## src/rtl/cfgld_pkg.sv

```systemverilog
`timescale 1ns/1ps
package cfgld_pkg;
  localparam int WORD_W = 32;
  localparam logic [WORD_W-1:0] CRC_POLY = 32'h04C11DB7;
  localparam logic [WORD_W-1:0] CRC_SEED = 32'hFFFFFFFF;

  typedef enum logic [1:0] {
    ST_WAIT = 2'd0,
    ST_LOAD = 2'd1,
    ST_PASS = 2'd2,
    ST_FAIL = 2'd3
  } ld_state_e;

  // Advance a CRC register over one word, most significant bit first.
  function automatic logic [WORD_W-1:0] crc_step(input logic [WORD_W-1:0] cur,
                                                 input logic [WORD_W-1:0] w);
    logic [WORD_W-1:0] r;
    logic fb;
    r = cur;
    for (int i = WORD_W - 1; i >= 0; i--) begin
      fb = r[WORD_W-1] ^ w[i];
      r  = {r[WORD_W-2:0], 1'b0};
      if (fb) r = r ^ CRC_POLY;
    end
    return r;
  endfunction
endpackage

```

## src/rtl/cfgld_shifter.sv

```systemverilog
`timescale 1ns/1ps
module cfgld_shifter #(
  parameter int W = 32
) (
  input  logic         clk,
  input  logic         rst,
  input  logic         en,
  input  logic         din,
  output logic [W-1:0] word,
  output logic         word_done
);
  localparam int CW = $clog2(W);
  localparam logic [CW-1:0] LAST = CW'(W - 1);

  logic [W-2:0]  sreg;
  logic [CW-1:0] cnt;

  always_ff @(posedge clk) begin
    if (rst) begin
      sreg <= '0;
      cnt  <= '0;
    end else if (en) begin
      sreg <= {sreg[W-3:0], din};
      cnt  <= (cnt == LAST) ? '0 : cnt + CW'(1);
    end
  end

  assign word      = {sreg, din};
  assign word_done = en && (cnt == LAST);
endmodule

```

## src/rtl/cfgld_crc.sv

```systemverilog
`timescale 1ns/1ps
module cfgld_crc
  import cfgld_pkg::*;
(
  input  logic              clk,
  input  logic              rst,
  input  logic              upd,
  input  logic [WORD_W-1:0] word,
  output logic [WORD_W-1:0] crc
);
  always_ff @(posedge clk) begin
    if (rst)      crc <= CRC_SEED;
    else if (upd) crc <= crc_step(crc, word);
  end
endmodule

```

## src/rtl/cfgld_fwd.sv

```systemverilog
`timescale 1ns/1ps
module cfgld_fwd #(
  parameter int LIMIT_WORDS = 1048575,
  parameter int W           = 32
) (
  input  logic clk,
  input  logic rst,
  input  logic active,
  input  logic din,
  output logic dout
);
  localparam longint LIMIT_BITS = longint'(LIMIT_WORDS) * longint'(W);
  localparam int     CW         = $clog2(LIMIT_BITS + 1);

  logic [CW-1:0] sent;
  logic          room;

  assign room = (sent != CW'(LIMIT_BITS));

  always_ff @(posedge clk) begin
    if (rst) begin
      dout <= 1'b1;
      sent <= '0;
    end else if (active && room) begin
      dout <= din;
      sent <= sent + CW'(1);
    end else begin
      dout <= 1'b1;
    end
  end
endmodule

```

## src/rtl/cfgld_top.sv

```systemverilog
`timescale 1ns/1ps
module cfgld_top
  import cfgld_pkg::*;
#(
  parameter int LEN_W           = 20,
  parameter int FWD_LIMIT_WORDS = 1048575
) (
  input  logic             clk,
  input  logic             rst,
  input  logic [2:0]       mode,
  input  logic             ready_in,
  input  logic             din,
  input  logic [LEN_W-1:0] img_len,
  output logic             dout,
  output logic             done,
  output logic             crc_err,
  output logic             ready_pull_low
);
  ld_state_e         state_q, state_d;
  logic [LEN_W-1:0]  word_cnt;
  logic [WORD_W-1:0] word;
  logic [WORD_W-1:0] crc_q;
  logic              word_done;
  logic              is_check;
  logic              mode_ok;
  logic              unused_mode0;

  assign unused_mode0 = mode[0];
  assign mode_ok      = mode[2] & mode[1];
  assign is_check     = (word_cnt == img_len);

  cfgld_shifter #(.W(WORD_W)) u_shift (
    .clk(clk), .rst(rst), .en(state_q == ST_LOAD), .din(din),
    .word(word), .word_done(word_done)
  );

  cfgld_crc u_crc (
    .clk(clk), .rst(rst), .upd(word_done && !is_check),
    .word(word), .crc(crc_q)
  );

  cfgld_fwd #(.LIMIT_WORDS(FWD_LIMIT_WORDS), .W(WORD_W)) u_fwd (
    .clk(clk), .rst(rst), .active(state_q == ST_PASS), .din(din), .dout(dout)
  );

  always_comb begin
    state_d = state_q;
    unique case (state_q)
      ST_WAIT: if (mode_ok && ready_in) state_d = ST_LOAD;
      ST_LOAD: if (word_done && is_check) state_d = (word == crc_q) ? ST_PASS : ST_FAIL;
      ST_PASS: state_d = ST_PASS;
      ST_FAIL: state_d = ST_FAIL;
      default: state_d = ST_WAIT;
    endcase
  end

  always_ff @(posedge clk) begin
    if (rst) begin
      state_q  <= ST_WAIT;
      word_cnt <= '0;
    end else begin
      state_q <= state_d;
      if (word_done && !is_check) word_cnt <= word_cnt + LEN_W'(1);
    end
  end

  assign done           = (state_q == ST_PASS);
  assign crc_err        = (state_q == ST_FAIL);
  assign ready_pull_low = (state_q == ST_FAIL);
endmodule

```

## config.mk

```make
export PLATFORM = sky130hd
export DESIGN_NAME = cfgld_top
export DESIGN_NICKNAME = d
export VERILOG_FILES = /design/src/rtl/cfgld_pkg.sv /design/src/rtl/cfgld_shifter.sv /design/src/rtl/cfgld_crc.sv /design/src/rtl/cfgld_fwd.sv /design/src/rtl/cfgld_top.sv
export SDC_FILE = /design/constraint.sdc
export NUM_CORES = 1
export LEC_CHECK = 0
export BUFFER_PORTS_ARGS = -buffer_cell sky130_fd_sc_hd__buf_2
export CORE_MARGIN = 5
export CORE_UTILIZATION = 68
export CTS_CLUSTER_SIZE = 10
export DETAILED_ROUTE_END_ITERATION = 16
export GPL_TIMING_DRIVEN = 0
export PLACE_DENSITY_LB_ADDON = 0.25
export SYNTH_ARGS = -nofsm -noshare
export SYNTH_HDL_FRONTEND = slang
export SYNTH_SLANG_ARGS = --single-unit
```

## constraint.sdc

```tcl
create_clock -name clk -period 6.12 [get_ports clk]
set_clock_uncertainty 0.15 [all_clocks]
set_input_delay 1.224 -clock clk [delete_from_list [all_inputs] [get_ports clk]]
set_output_delay 1.224 -clock clk [all_outputs]
set_load 0.03 [all_outputs]
```

* Word-level counts from Yosys, hierarchy flattened *
Cells that the tools add are included.

word-level totals
  bits in registers = 116
  latch bits = 0
  RAM bits = 0
  memory bits (read-only) = 0
  input bits = 27
  output and inout port bits = 4
  logic and storage cells = 193
  memories = 0

operators by class
  add/subtract/negate cells = 3
  $mul = 0
  div/mod/pow operators = 0
  order comparisons = 0
  equal/unequal tests = 9
  shift operators = 0
  mux-type cells = 99
  bitwise operators = 66
  reductions and logical operators = 9

operators by type and width
  operator                                              count
  two-way mux 32 bit                                    62
  two-way mux 27 bit                                    32
  NOT 14 bit                                            32
  equality test 32 bit                                  1
  XOR 1 bit                                             32
  adder 25 x 1 -> 25 bit (second input constant)        1
  inequality test 25 bit (second input constant)        1
  adder 20 x 1 -> 20 bit (second input constant)        1
  equality test 20 bit                                  1
  one-hot mux 2 bit (4 select lines)                    1
  adder 5 x 1 -> 5 bit (second input constant)          1
  equality test 5 bit (second input constant)           1
  logical AND 1 bit                                     5
  two-way mux 5 bit                                     1
  equality test 2 bit (second input constant)           2
  two-way mux 2 bit                                     2
  inequality test 2 bit (second input constant)         2
  equality test 2 x 1 -> 1 bit (second input constant)  1
  logical NOT 2 bit                                     1
  AND reduction 2 bit                                   1
  OR reduction 2 bit                                    1
  AND 1 bit                                             1
  logical NOT 1 bit                                     1
  two-way mux 1 bit                                     1
  NOT 1 bit                                             1

* Logic depth before layout (Yosys ltp) *
Gate-level depths: netlist (run 1).

  depth in word-level cells = 127
  gate-level depth with buffers = 11
  mapped depth without buffers = 11

* By module *
From an unflattened synthesis (run 1), not the netlist that was laid out.

unflattened totals
  cell total of the unflattened synthesis = 860
  area total of the unflattened synthesis = 8620.8 um^2

modules (own cells, without submodules)
  module         instances  cells each  area each (um^2)  seq. area each (um^2)
  cfgld_crc      1          388         4290.4            640.6
  cfgld_top      1          207         1715.4            440.4
  cfgld_shifter  1          125         1383.8            720.7
  cfgld_fwd      1          140         1231.2            520.5

* Worst setup path before layout (run 1) *
Ideal clock, no wire load.

  kind = reg-to-reg
  from = register u_shift.sreg[26]
  to = register u_crc.crc[13]
  setup time = 0.130 ns
  arrival time = 3.343 ns
  slack = 2.497 ns
  cell stages (with the launch flop) = 10
  buffers on the path = 0
  clock period less this slack = 3.623 ns
  path through = dfxtp_1 -> xor2_1 -> xnor3_2 -> xnor3_4 -> xnor3_2 -> xor2_4 -> xor2_4 -> xnor3_1 -> mux2i_1 -> nand2_1

between the ends
  word-level cells in the longest chain between the ends = 89

RTL lines
  item                         line                 text
  start, declared              cfgld_shifter.sv:15  logic [W-2:0] sreg;
  start signal, assigned       cfgld_shifter.sv:23  sreg <= {sreg[W-3:0], din};
  XOR 1 bit *                  cfgld_pkg.sv:21      fb = r[WORD_W-1] ^ w[i];
  two-way mux 27 bit *         cfgld_pkg.sv:23      if (fb) r = r ^ CRC_POLY;
  two-way mux 32 bit *         cfgld_crc.sv:13      else if (upd) crc <= crc_step(crc, word);
  two-way mux 32 bit *         cfgld_crc.sv:12      if (rst) crc <= CRC_SEED;
  two-way mux 27 bit           cfgld_pkg.sv:23
  two-way mux 32 bit *         cfgld_crc.sv:13
  two-way mux 32 bit *         cfgld_crc.sv:12
  two-way mux 27 bit           cfgld_pkg.sv:23
  [... 73 more ...]            -
  two-way mux 27 bit           cfgld_pkg.sv:23
  two-way mux 32 bit *         cfgld_crc.sv:13
  two-way mux 32 bit *         cfgld_crc.sv:12
  NOT 14 bit (no source line)  -
  two-way mux 27 bit *         cfgld_pkg.sv:23
  two-way mux 32 bit *         cfgld_crc.sv:13
  two-way mux 32 bit *         cfgld_crc.sv:12
  two-way mux 27 bit *         cfgld_pkg.sv:23
  end signal, assigned         cfgld_crc.sv:13
  end, declared                cfgld_crc.sv:9       output logic [WORD_W-1:0] crc

Every way passes the cells marked *; elsewhere a longest branch is shown, timed or not. The select of a mux whose other input is x is not followed.
A chain may end at the register's enable or synchronous reset.

* Final worst setup path (run 1) *
  from = register u_shift.sreg[26]
  to = register u_crc.crc[8]

between the ends
  word-level cells in the longest chain between the ends = 88

RTL lines
  item                                                                      line
  XOR 1 bit *                                                               cfgld_pkg.sv:21
  two-way mux 27 bit *                                                      cfgld_pkg.sv:23
  two-way mux 32 bit *                                                      cfgld_crc.sv:13
  two-way mux 32 bit *                                                      cfgld_crc.sv:12
  two-way mux 27 bit / NOT 14 bit (equally long branches)                   -
  two-way mux 32 bit *                                                      cfgld_crc.sv:13
  two-way mux 32 bit *                                                      cfgld_crc.sv:12
  two-way mux 27 bit, or another cell as far along                          cfgld_pkg.sv:23
  [... 72 more ...]                                                         -
  two-way mux 32 bit *                                                      cfgld_crc.sv:13
  two-way mux 32 bit *                                                      cfgld_crc.sv:12
  NOT 14 bit (no source line) / two-way mux 32 bit (equally long branches)  -
  two-way mux 27 bit / two-way mux 32 bit (equally long branches)           cfgld_pkg.sv:23, cfgld_crc.sv:12
  two-way mux 32 bit *                                                      cfgld_crc.sv:13
  two-way mux 32 bit *                                                      cfgld_crc.sv:12
  NOT 14 bit (no source line) / XOR 1 bit (equally long branches)           -
  two-way mux 27 bit *                                                      cfgld_pkg.sv:23

Marks and branches as above.

==> results of run 1 <==
-- tightest hold or removal path: cells and delay by family, from the launching register on --
kind | cells | cell delay [ns]
flip-flops | 1 | 0.32
AND/OR/NAND/NOR | 1 | 0.06
AO/OA/AOI/OAI | 1 | 0.06
-- registers in the layout (all words and copies together), names as in the netlist --
register      count
u_shift.cnt       5
state_q           2
u_crc.crc        32
u_fwd.dout        1
u_fwd.sent       25
word_cnt         20
u_shift.sreg     31
-- kinds of logic (layout without fill, tap and decap cells) --
family,count (synthesis),count (layout),synth area share
AND/OR/NAND/NOR,250,250,0.137
flip-flops,116,116,0.285
multiplexers,9,9,0.0112
adder cells (fa/ha/maj),7,7,0.0108
AO/OA/AOI/OAI,69,69,0.0520
buffers and inverters,42,102,0.0217
XOR/XNOR,323,323,0.482
-- path summary, 6_finish.rpt --
kind                    startpoint        endpoint  slack (ns)  depth (start not counted)
setup reg to reg  u_shift.sreg[26]    u_crc.crc[8]        1.74                         10
setup / recovery  u_shift.sreg[26]    u_crc.crc[8]        1.74                         10
hold reg to reg     u_shift.cnt[4]  u_shift.cnt[4]        0.34                          2
hold / removal      u_shift.cnt[4]  u_shift.cnt[4]        0.34                          2
-- layer usage --
layer,GRT usage,vias up,wire length [um]
li1,-,2793,-
met1,0.346,2881,7960
met2,0.500,198,9860
met3,0.0570,56,1020
met4,0.154,0,1110
met5,0,-,0
-- cell type report --
cell class / instances / area (um^2) / area share
repair buffers: 28 / 140 / 0.0154
clock buffers: 18 / 429 / 0.0473
inverters: 13 / 48.8 / 0.00538
plain buffers: 29 / 128 / 0.0141
flip-flops and latches: 116 / 2320 / 0.256
multi-input cells: 658 / 5640 / 0.621
clock inverters: 14 / 185 / 0.0204
well taps: 147 / 184 / 0.0203
-- synthesized netlist by cell type (3+ instances only) --
cell type                  number  area share
sky130_fd_sc_hd__xnor2_1      165        0.18
sky130_fd_sc_hd__xnor3_4        5       0.016
sky130_fd_sc_hd__xor2_2         8       0.016
sky130_fd_sc_hd__xor2_1        74       0.080
sky130_fd_sc_hd__xnor3_2       11       0.032
sky130_fd_sc_hd__buf_4          3      0.0028
sky130_fd_sc_hd__nor4_1         4      0.0031
sky130_fd_sc_hd__nor2b_1        3      0.0023
sky130_fd_sc_hd__mux2i_1        8      0.0098
sky130_fd_sc_hd__nand4_1       17       0.013
sky130_fd_sc_hd__dfxtp_1      116        0.29
sky130_fd_sc_hd__nand2_1      107       0.049
sky130_fd_sc_hd__xnor2_4        4       0.014
sky130_fd_sc_hd__clkbuf_1      23       0.011
sky130_fd_sc_hd__xnor3_1       39        0.11
sky130_fd_sc_hd__o211ai_1      14       0.013
sky130_fd_sc_hd__inv_1         10      0.0046
sky130_fd_sc_hd__inv_2          3      0.0014
sky130_fd_sc_hd__ha_1           7       0.011
sky130_fd_sc_hd__nor3_1         8      0.0049
sky130_fd_sc_hd__and3_1        10      0.0077
sky130_fd_sc_hd__nand3_1       19       0.012
sky130_fd_sc_hd__and2_1         5      0.0038
sky130_fd_sc_hd__xnor2_2       13       0.026
sky130_fd_sc_hd__nor2_1        68       0.031
sky130_fd_sc_hd__a21oi_1       43       0.026
sky130_fd_sc_hd__and4_1         6      0.0065
-- layout by cell type, fill, tap and decap left out, types with 6 or more instances in the layout --
cell type	count
sky130_fd_sc_hd__dfxtp_1	116
sky130_fd_sc_hd__clkbuf_1	24
sky130_fd_sc_hd__xor2_2	8
sky130_fd_sc_hd__xor2_1	74
sky130_fd_sc_hd__ha_1	7
sky130_fd_sc_hd__mux2i_1	8
sky130_fd_sc_hd__o211ai_1	14
sky130_fd_sc_hd__and4_1	6
sky130_fd_sc_hd__xnor2_1	165
sky130_fd_sc_hd__a21oi_1	43
sky130_fd_sc_hd__nand2_1	107
sky130_fd_sc_hd__clkbuf_16	17
sky130_fd_sc_hd__and3_1	10
sky130_fd_sc_hd__nor2_1	68
sky130_fd_sc_hd__xnor3_1	39
sky130_fd_sc_hd__nand4_1	17
sky130_fd_sc_hd__nand3_1	19
sky130_fd_sc_hd__nor3_1	8
sky130_fd_sc_hd__inv_1	10
sky130_fd_sc_hd__buf_2	28
sky130_fd_sc_hd__xnor3_2	11
sky130_fd_sc_hd__xnor2_2	13
-- power by group through the flow --
stage / Clock [mW] / Sequential, mW / Combinational, mW
after floorplan: 0 / 0.782 / 0.0874
after global placement: 0 / 0.782 / 0.122
after detailed placement: 0 / 0.783 / 0.126
after CTS: 1.03 / 0.767 / 0.128
after global routing: 1.07 / 0.768 / 0.141
final: 1.03 / 0.767 / 0.129
==> Implementation_results.wiki, run 1 <==
{| class="wikitable"
! Metric !! Value
|-
| Fin worst setup slack || roughly 1.7 ns
|-
| Most frequent cell on the critical path || sky130_fd_sc_hd__xnor2_1
|-
| Crit path launch type || flip-flop
|-
| Final HPWL DP || approximately 15,000 um
|-
| Slew @ Worst Pin || slightly below 1 ns
|-
| CP max-delay cell || sky130_fd_sc_hd__xor2_1
|-
| Final instance area || 9070 um^2
|-
| Global placer's final weighted congestion || between 0.9 and 1
|-
| Starting density of the core || 0.686
|-
| Cell internal power dissipation || between 1 and 1.5 mW
|-
| Detailed-routing iteration count for the pre-antenna-repair pass || 7
|-
| Post-synth EDFFs || 0
|-
| Number of top-level pins || 31
|-
| Post-place setup slack || roughly 1.8 ns
|-
| Remaining Overflow, GRT || 0
|-
| Number of antenna repair diodes || 0
|-
| Width of the die || between 100 and 150 um
|-
| Clk sinks || ~120
|-
| Count of final max-slew check failures || 0
|-
| Max capacitance violation total || 0
|-
| Ordered list of cells on the worst path || xor2_1, inv_2, xnor2_1, xnor3_1, xnor2_1, xnor2_1, xor3_1, xnor2_1, xnor2_1, a21oi_1
|-
| Total placed cells including tap cells || 991
|-
| PnR Total Power || a little under 2 mW
|-
| Wire length per cell after detailed routing || between 15 and 20 um
|-
| Cell Rows || 40
|-
| Synth Register Bits || ~120
|-
| Cell family with the largest share of critical-path delay || XOR/XNOR gates
|-
| Vertical extent of the die || between 100 and 150 um
|-
| DRC violation count after routing || 0
|-
| Yosys synthesis warning count || 0
|-
| Total Neg Setup Slack || 0 ns
|-
| CTS Root Cell || sky130_fd_sc_hd__clkbuf_16
|-
| Hold violation count in the final report || 0
|-
| Net switching power figure || 439 uW
|-
| Maximum frequency from static timing analysis || 228 MHz
|-
| Worst supply voltage drop on vdd || 0.228 mV
|-
| Number of port buffers || 28
|-
| Relative contribution of combinational cells to total power || 0.067
|-
| Power share of the clock group || 0.534
|-
| Synthesized area || approximately 8000 um^2
|-
| Global-route wire length before repair || roughly 32,000 um
|-
| Maximum single-stage delay on the critical path || slightly below 0.6 ns
|-
| Required time of the worst setup path || between 6 and 7 ns
|-
| Global-route total usage across every layer || 0.292
|-
| Filler-free cell count of the finished design || a little over 1,000
|-
| Number of hold-repair buffers added at the cts stage || 0
|-
| Avg Vias per Cell || around 5.8
|-
| Vias in the first global route || a little over 6,000
|-
| Total vias in the final route || just under 6,000
|-
| Antenna violations before repair || 0
|-
| Post-DP Area || 8460 um^2
|-
| Top FF cell, synth || sky130_fd_sc_hd__dfxtp_1
|-
| Syn_nets || 850
|-
| Cts bufs inserted || 17
|-
| Layout fillers || slightly below 800
|-
| Run status || finished, final reports clean
|-
| CTS tree || built
|-
| Critical path buffers and inverters || 1
|-
| CP Class || flip-flop to flip-flop
|-
| Final setup vio count || 0
|-
| Sequential share of power || 0.399
|-
| Post_cts resized || 0
|-
| Register area share after synthesis || 0.285
|-
| Final Net Count || 897
|-
| Routed Wire Length || about 20,000 um
|-
| Worst rel slew slack || 0.348
|-
| Initial DRC Count || roughly 340
|-
| Setup repair after global routing missed its margin || false
|-
| Clock period minus worst slack || roughly 4.4 ns
|-
| Clock latency reported for the late side of the worst-skew pair || between 0.4 and 0.5 ns
|-
| Classification of the worst-slack hold path || flip-flop to flip-flop
|-
| Share of flip-flops with an asynchronous set or reset || 0
|-
| Static leakage || 3.70 nW
|-
| Average instance area after synthesis || 9.97 um^2
|-
| Core region area || 11,900 um^2
|-
| Period utilization || 0.715
|-
| Die area || roughly 14,000 um^2
|-
| Post-DRT Antenna Nets || 0
|-
| Maximum buffer depth of the clock tree || 2
|-
| Final standard cell utilization of the core || 0.765
|-
| Largest net degree at the start of global routing || 17
|-
| Gate count of the mapped netlist || 816
|-
| CTS clock-pin slew for the worst setup and hold paths || 0.05 ns
|-
| Switching part of the total power || 0.228
|-
| Highest fanout seen on the critical path || 7
|-
| Final hold slack || 0.340 ns
|-
| Power density over cell area || 212 nW/um^2
|-
| Element type at the critical path end || flip-flop
|-
| Count of unique library cells instantiated by Yosys || 45
|-
| Postcts setup bufs || 0
|-
| Critical path data arrival time || approximately 4.5 ns
|-
| Level count of the clock H-tree || 4
|-
| Area growth, synth to finish || 11.5%
|-
| Fraction of layout instances using a drive strength above 1 || 0.129
|}
Power figures use the tool's default switching activity.
==> run 2: changes to the inputs <==
Settings changed: ABC_AREA set to 1, CORE_UTILIZATION 68 to 64.
Clock period 6.12 ns to 4.3 ns, I/O delays scaled along.
==> Implementation_results.wiki, run 2 <==
{| class="wikitable"
! Metric !! Value
|-
| Classification of the worst-slack hold path || flip-flop to flip-flop
|-
| Multiplexer share of the synthesized area || 0
|-
| Global-route wire length before repair || just under 50,000 um
|-
| Die area || ~18,000 um^2
|-
| Remaining Overflow, GRT || 0
|-
| Syn_nets || 1,617
|-
| CP Class || flip-flop to flip-flop
|-
| Crit path launch type || flip-flop
|-
| Largest reg by FF count || u_crc.crc
|-
| Total vias in the final route || between 10,000 and 15,000
|-
| Flip-flop count of the largest register after layout || 32
|-
| Area growth, synth to finish || 10.4%
|-
| Largest area contributor in the synthesized netlist || sky130_fd_sc_hd__dfxtp_1
|-
| Synthesized-area fraction occupied by ao, oa, aoi and oai cells || 0.107
|-
| Final Net Count || 1,664
|-
| CTS Root Cell || sky130_fd_sc_hd__clkbuf_16
|-
| Critical path data arrival time || roughly 3.8 ns
|-
| Element type at the critical path end || flip-flop
|-
| Yosys synthesis warning count || 0
|-
| Synth Register Bits || around 120
|-
| Number of antenna repair diodes || 0
|-
| Total Neg Setup Slack || 0 ns
|-
| Combinational family with the most area after synthesis || simple AND/OR/NAND/NOR gates
|-
| Vertical extent of the die || between 100 and 150 um
|-
| Most frequent cells in the layout || 486 x sky130_fd_sc_hd__nand2_1, 151 x sky130_fd_sc_hd__inv_1, 150 x sky130_fd_sc_hd__nand3_1
|-
| Final instance area || between 10,000 and 15,000 um^2
|-
| Fraction of layout instances using a drive strength above 1 || 0.158
|-
| Setup repair after global routing missed its margin || false
|-
| Adder-cell area share of the yosys netlist || 0.00865
|-
| Final HPWL DP || about 24,000 um
|-
| CTS tree || built
|-
| Highest fanout seen on the critical path || 7
|-
| Count of final max-slew check failures || 0
|-
| Cts bufs inserted || 17
|-
| Hold violation count in the final report || 0
|-
| Synthesized area || 10,100 um^2
|-
| Static leakage || 5.32 nW
|-
| Met2 layer wire length in the routed design || approximately 14,000 um
|-
| Required time of the worst setup path || between 4 and 5 ns
|-
| Met3 wire len || around 2900 um
|-
| Number of hold-repair buffers added at the cts stage || 0
|-
| Total placed cells including tap cells || between 1,500 and 2,000
|-
| Worst supply voltage drop on vdd || between 0.5 and 0.6 mV
|-
| Routed metal-1 wirelength || roughly 12,000 um
|-
| Layout fillers || 1,366
|-
| Cell with the most instances after synthesis || sky130_fd_sc_hd__nand2_1
|-
| Final hold slack || about 0.32 ns
|-
| Count of unique library cells instantiated by Yosys || between 40 and 50
|-
| Avg Vias per Cell || 5.72
|-
| Core region area || roughly 16,000 um^2
|-
| Global-route total usage across every layer || 0.338
|-
| Level count of the clock H-tree || 4
|-
| Period utilization || 0.841
|-
| Post-DP Area || roughly 11,000 um^2
|-
| Antenna violations before repair || 0
|-
| Fraction of synthesized cell area in xor and xnor cells || 0.133
|-
| Wire length per cell after detailed routing || roughly 17 um
|-
| Clock latency reported for the late side of the worst-skew pair || roughly 0.42 ns
|-
| Gate count of the mapped netlist || 1,583
|-
| Post-place setup slack || 0.739 ns
|-
| Post-DRT Antenna Nets || 0
|-
| Power density over cell area || 905 nW/um^2
|-
| Fin worst setup slack || between 0.6 and 0.7 ns
|-
| Share of flip-flops with an asynchronous set or reset || 0
|-
| Final standard cell utilization of the core || 0.711
|-
| CTS clock-pin slew for the worst setup and hold paths || roughly 0.050 ns
|-
| Run status || finished, final reports clean
|-
| Global placer's final weighted congestion || between 1 and 1.5
|-
| Commonest cells post-synth || 486 x sky130_fd_sc_hd__nand2_1, 151 x sky130_fd_sc_hd__inv_1, 150 x sky130_fd_sc_hd__nand3_1
|-
| Average instance area after synthesis || roughly 6.4 um^2
|-
| Maximum frequency from static timing analysis || approximately 280 MHz
|-
| Top cells by area in the synthesized netlist || sky130_fd_sc_hd__dfxtp_1 23%, sky130_fd_sc_hd__nand2_1 18%, sky130_fd_sc_hd__xor2_1 8.6%
|-
| Initial DRC Count || around 1,000
|-
| Top routing layer in use || met4
|-
| Number of top-level pins || 31
|-
| Vias in the first global route || ~9,700
|-
| Postcts setup bufs || 0
|-
| Biggest registers after layout || u_crc.crc x32, u_shift.sreg x31, u_fwd.sent x25
|-
| Worst rel slew slack || 0.522
|-
| Top FF cell, synth || sky130_fd_sc_hd__dfxtp_1
|-
| Cell Rows || 46
|-
| Filler-free cell count of the finished design || around 1,900
|-
| Register area share after synthesis || 0.229
|-
| Simple-Gate Fraction of Synth Area || 0.441
|-
| Number of port buffers || 28
|-
| Largest net degree at the start of global routing || 17
|-
| Slew @ Worst Pin || roughly 0.72 ns
|-
| Final setup vio count || 0
|-
| Detailed-routing iteration count for the pre-antenna-repair pass || 7
|-
| PnR Total Power || 10.1 mW
|-
| Starting density of the core || 0.644
|-
| Max capacitance violation total || 0
|-
| Post-synth EDFFs || 0
|-
| Area fraction of the dominant cell type after synthesis || 0.229
|-
| Width of the die || 136 um
|-
| Post_cts resized || 0
|-
| Commonest non-fill, non-tap cell in the layout || sky130_fd_sc_hd__nand2_1
|-
| Clk sinks || ~120
|-
| Clock period minus worst slack || between 3 and 4 ns
|-
| Routed Wire Length || about 31,000 um
|-
| DRC violation count after routing || 0
|-
| Maximum buffer depth of the clock tree || 2
|}
[run 2: cell type report]
class | count | area, um^2 | share of cell area
Clock buffer | 21 | 460 | 0.0412
Timing Repair Buffer | 28 | 140 | 0.0125
Buffer | 27 | 108 | 0.00963
Tap cell | 216 | 270 | 0.0242
Multi-Input combinational cell | 1254 | 6980 | 0.624
Clock inverter | 11 | 180 | 0.0161
Inverter | 186 | 716 | 0.0640
Sequential cell | 116 | 2320 | 0.208
[run 2: kinds of logic after synthesis]
kind of cell    count (synthesis)
compound gates                204
xor+xnor                      140
buf+inv                       213
simple gates                  903
flops                         116
fa+ha+maj                       7
[run 2: report_power, final]
part | switching (mW) | leakage, nW | internal (mW)
clock | 0.498 | 0.320 | 1.05
sequential | 0.0424 | 0.942 | 1.11
combinational | 5.10 | 4.06 | 2.32
total | 5.64 | 5.32 | 4.48
[run 2: layer usage]
metal,vias to the layer above,track usage
met4,0,0.169
li1,5184,-
met2,561,0.561
met3,116,0.0542
met1,4768,0.426
met5,-,0
[run 2: worst max-delay path, stage by stage (launching register included)]
cell                      delay, ns
sky130_fd_sc_hd__dfxtp_1       0.53
sky130_fd_sc_hd__inv_2         0.08
sky130_fd_sc_hd__nand2_1       0.07
sky130_fd_sc_hd__nand2_1       0.20
sky130_fd_sc_hd__nand2_1       0.17
sky130_fd_sc_hd__nand2_1       0.06
sky130_fd_sc_hd__nand2_1       0.07
sky130_fd_sc_hd__nand3_1       0.13
sky130_fd_sc_hd__nand2_1       0.13
sky130_fd_sc_hd__nand2_1       0.08
sky130_fd_sc_hd__nand2_2       0.15
sky130_fd_sc_hd__nand2_1       0.09
sky130_fd_sc_hd__nand3_1       0.10
sky130_fd_sc_hd__nand2_2       0.16
sky130_fd_sc_hd__inv_2         0.20
sky130_fd_sc_hd__nand2_2       0.10
sky130_fd_sc_hd__nand3_1       0.09
sky130_fd_sc_hd__nand2_1       0.05
sky130_fd_sc_hd__nand2_1       0.13
sky130_fd_sc_hd__nand2_2       0.16
sky130_fd_sc_hd__inv_2         0.13
sky130_fd_sc_hd__nand2_1       0.08
sky130_fd_sc_hd__nand2_1       0.13
sky130_fd_sc_hd__nand2_1       0.07
sky130_fd_sc_hd__nand3_1       0.12
sky130_fd_sc_hd__nand2_1       0.07
[run 2: final timing paths]
check	start	slack (ns)	cells after the start	endpoint
max	u_crc.crc[28]	0.68	25	u_crc.crc[12]
min	u_fwd.sent[14]	0.32	2	u_fwd.sent[15]
max reg2reg	u_crc.crc[28]	0.68	25	u_crc.crc[12]
min reg2reg	u_fwd.sent[14]	0.32	2	u_fwd.sent[15]
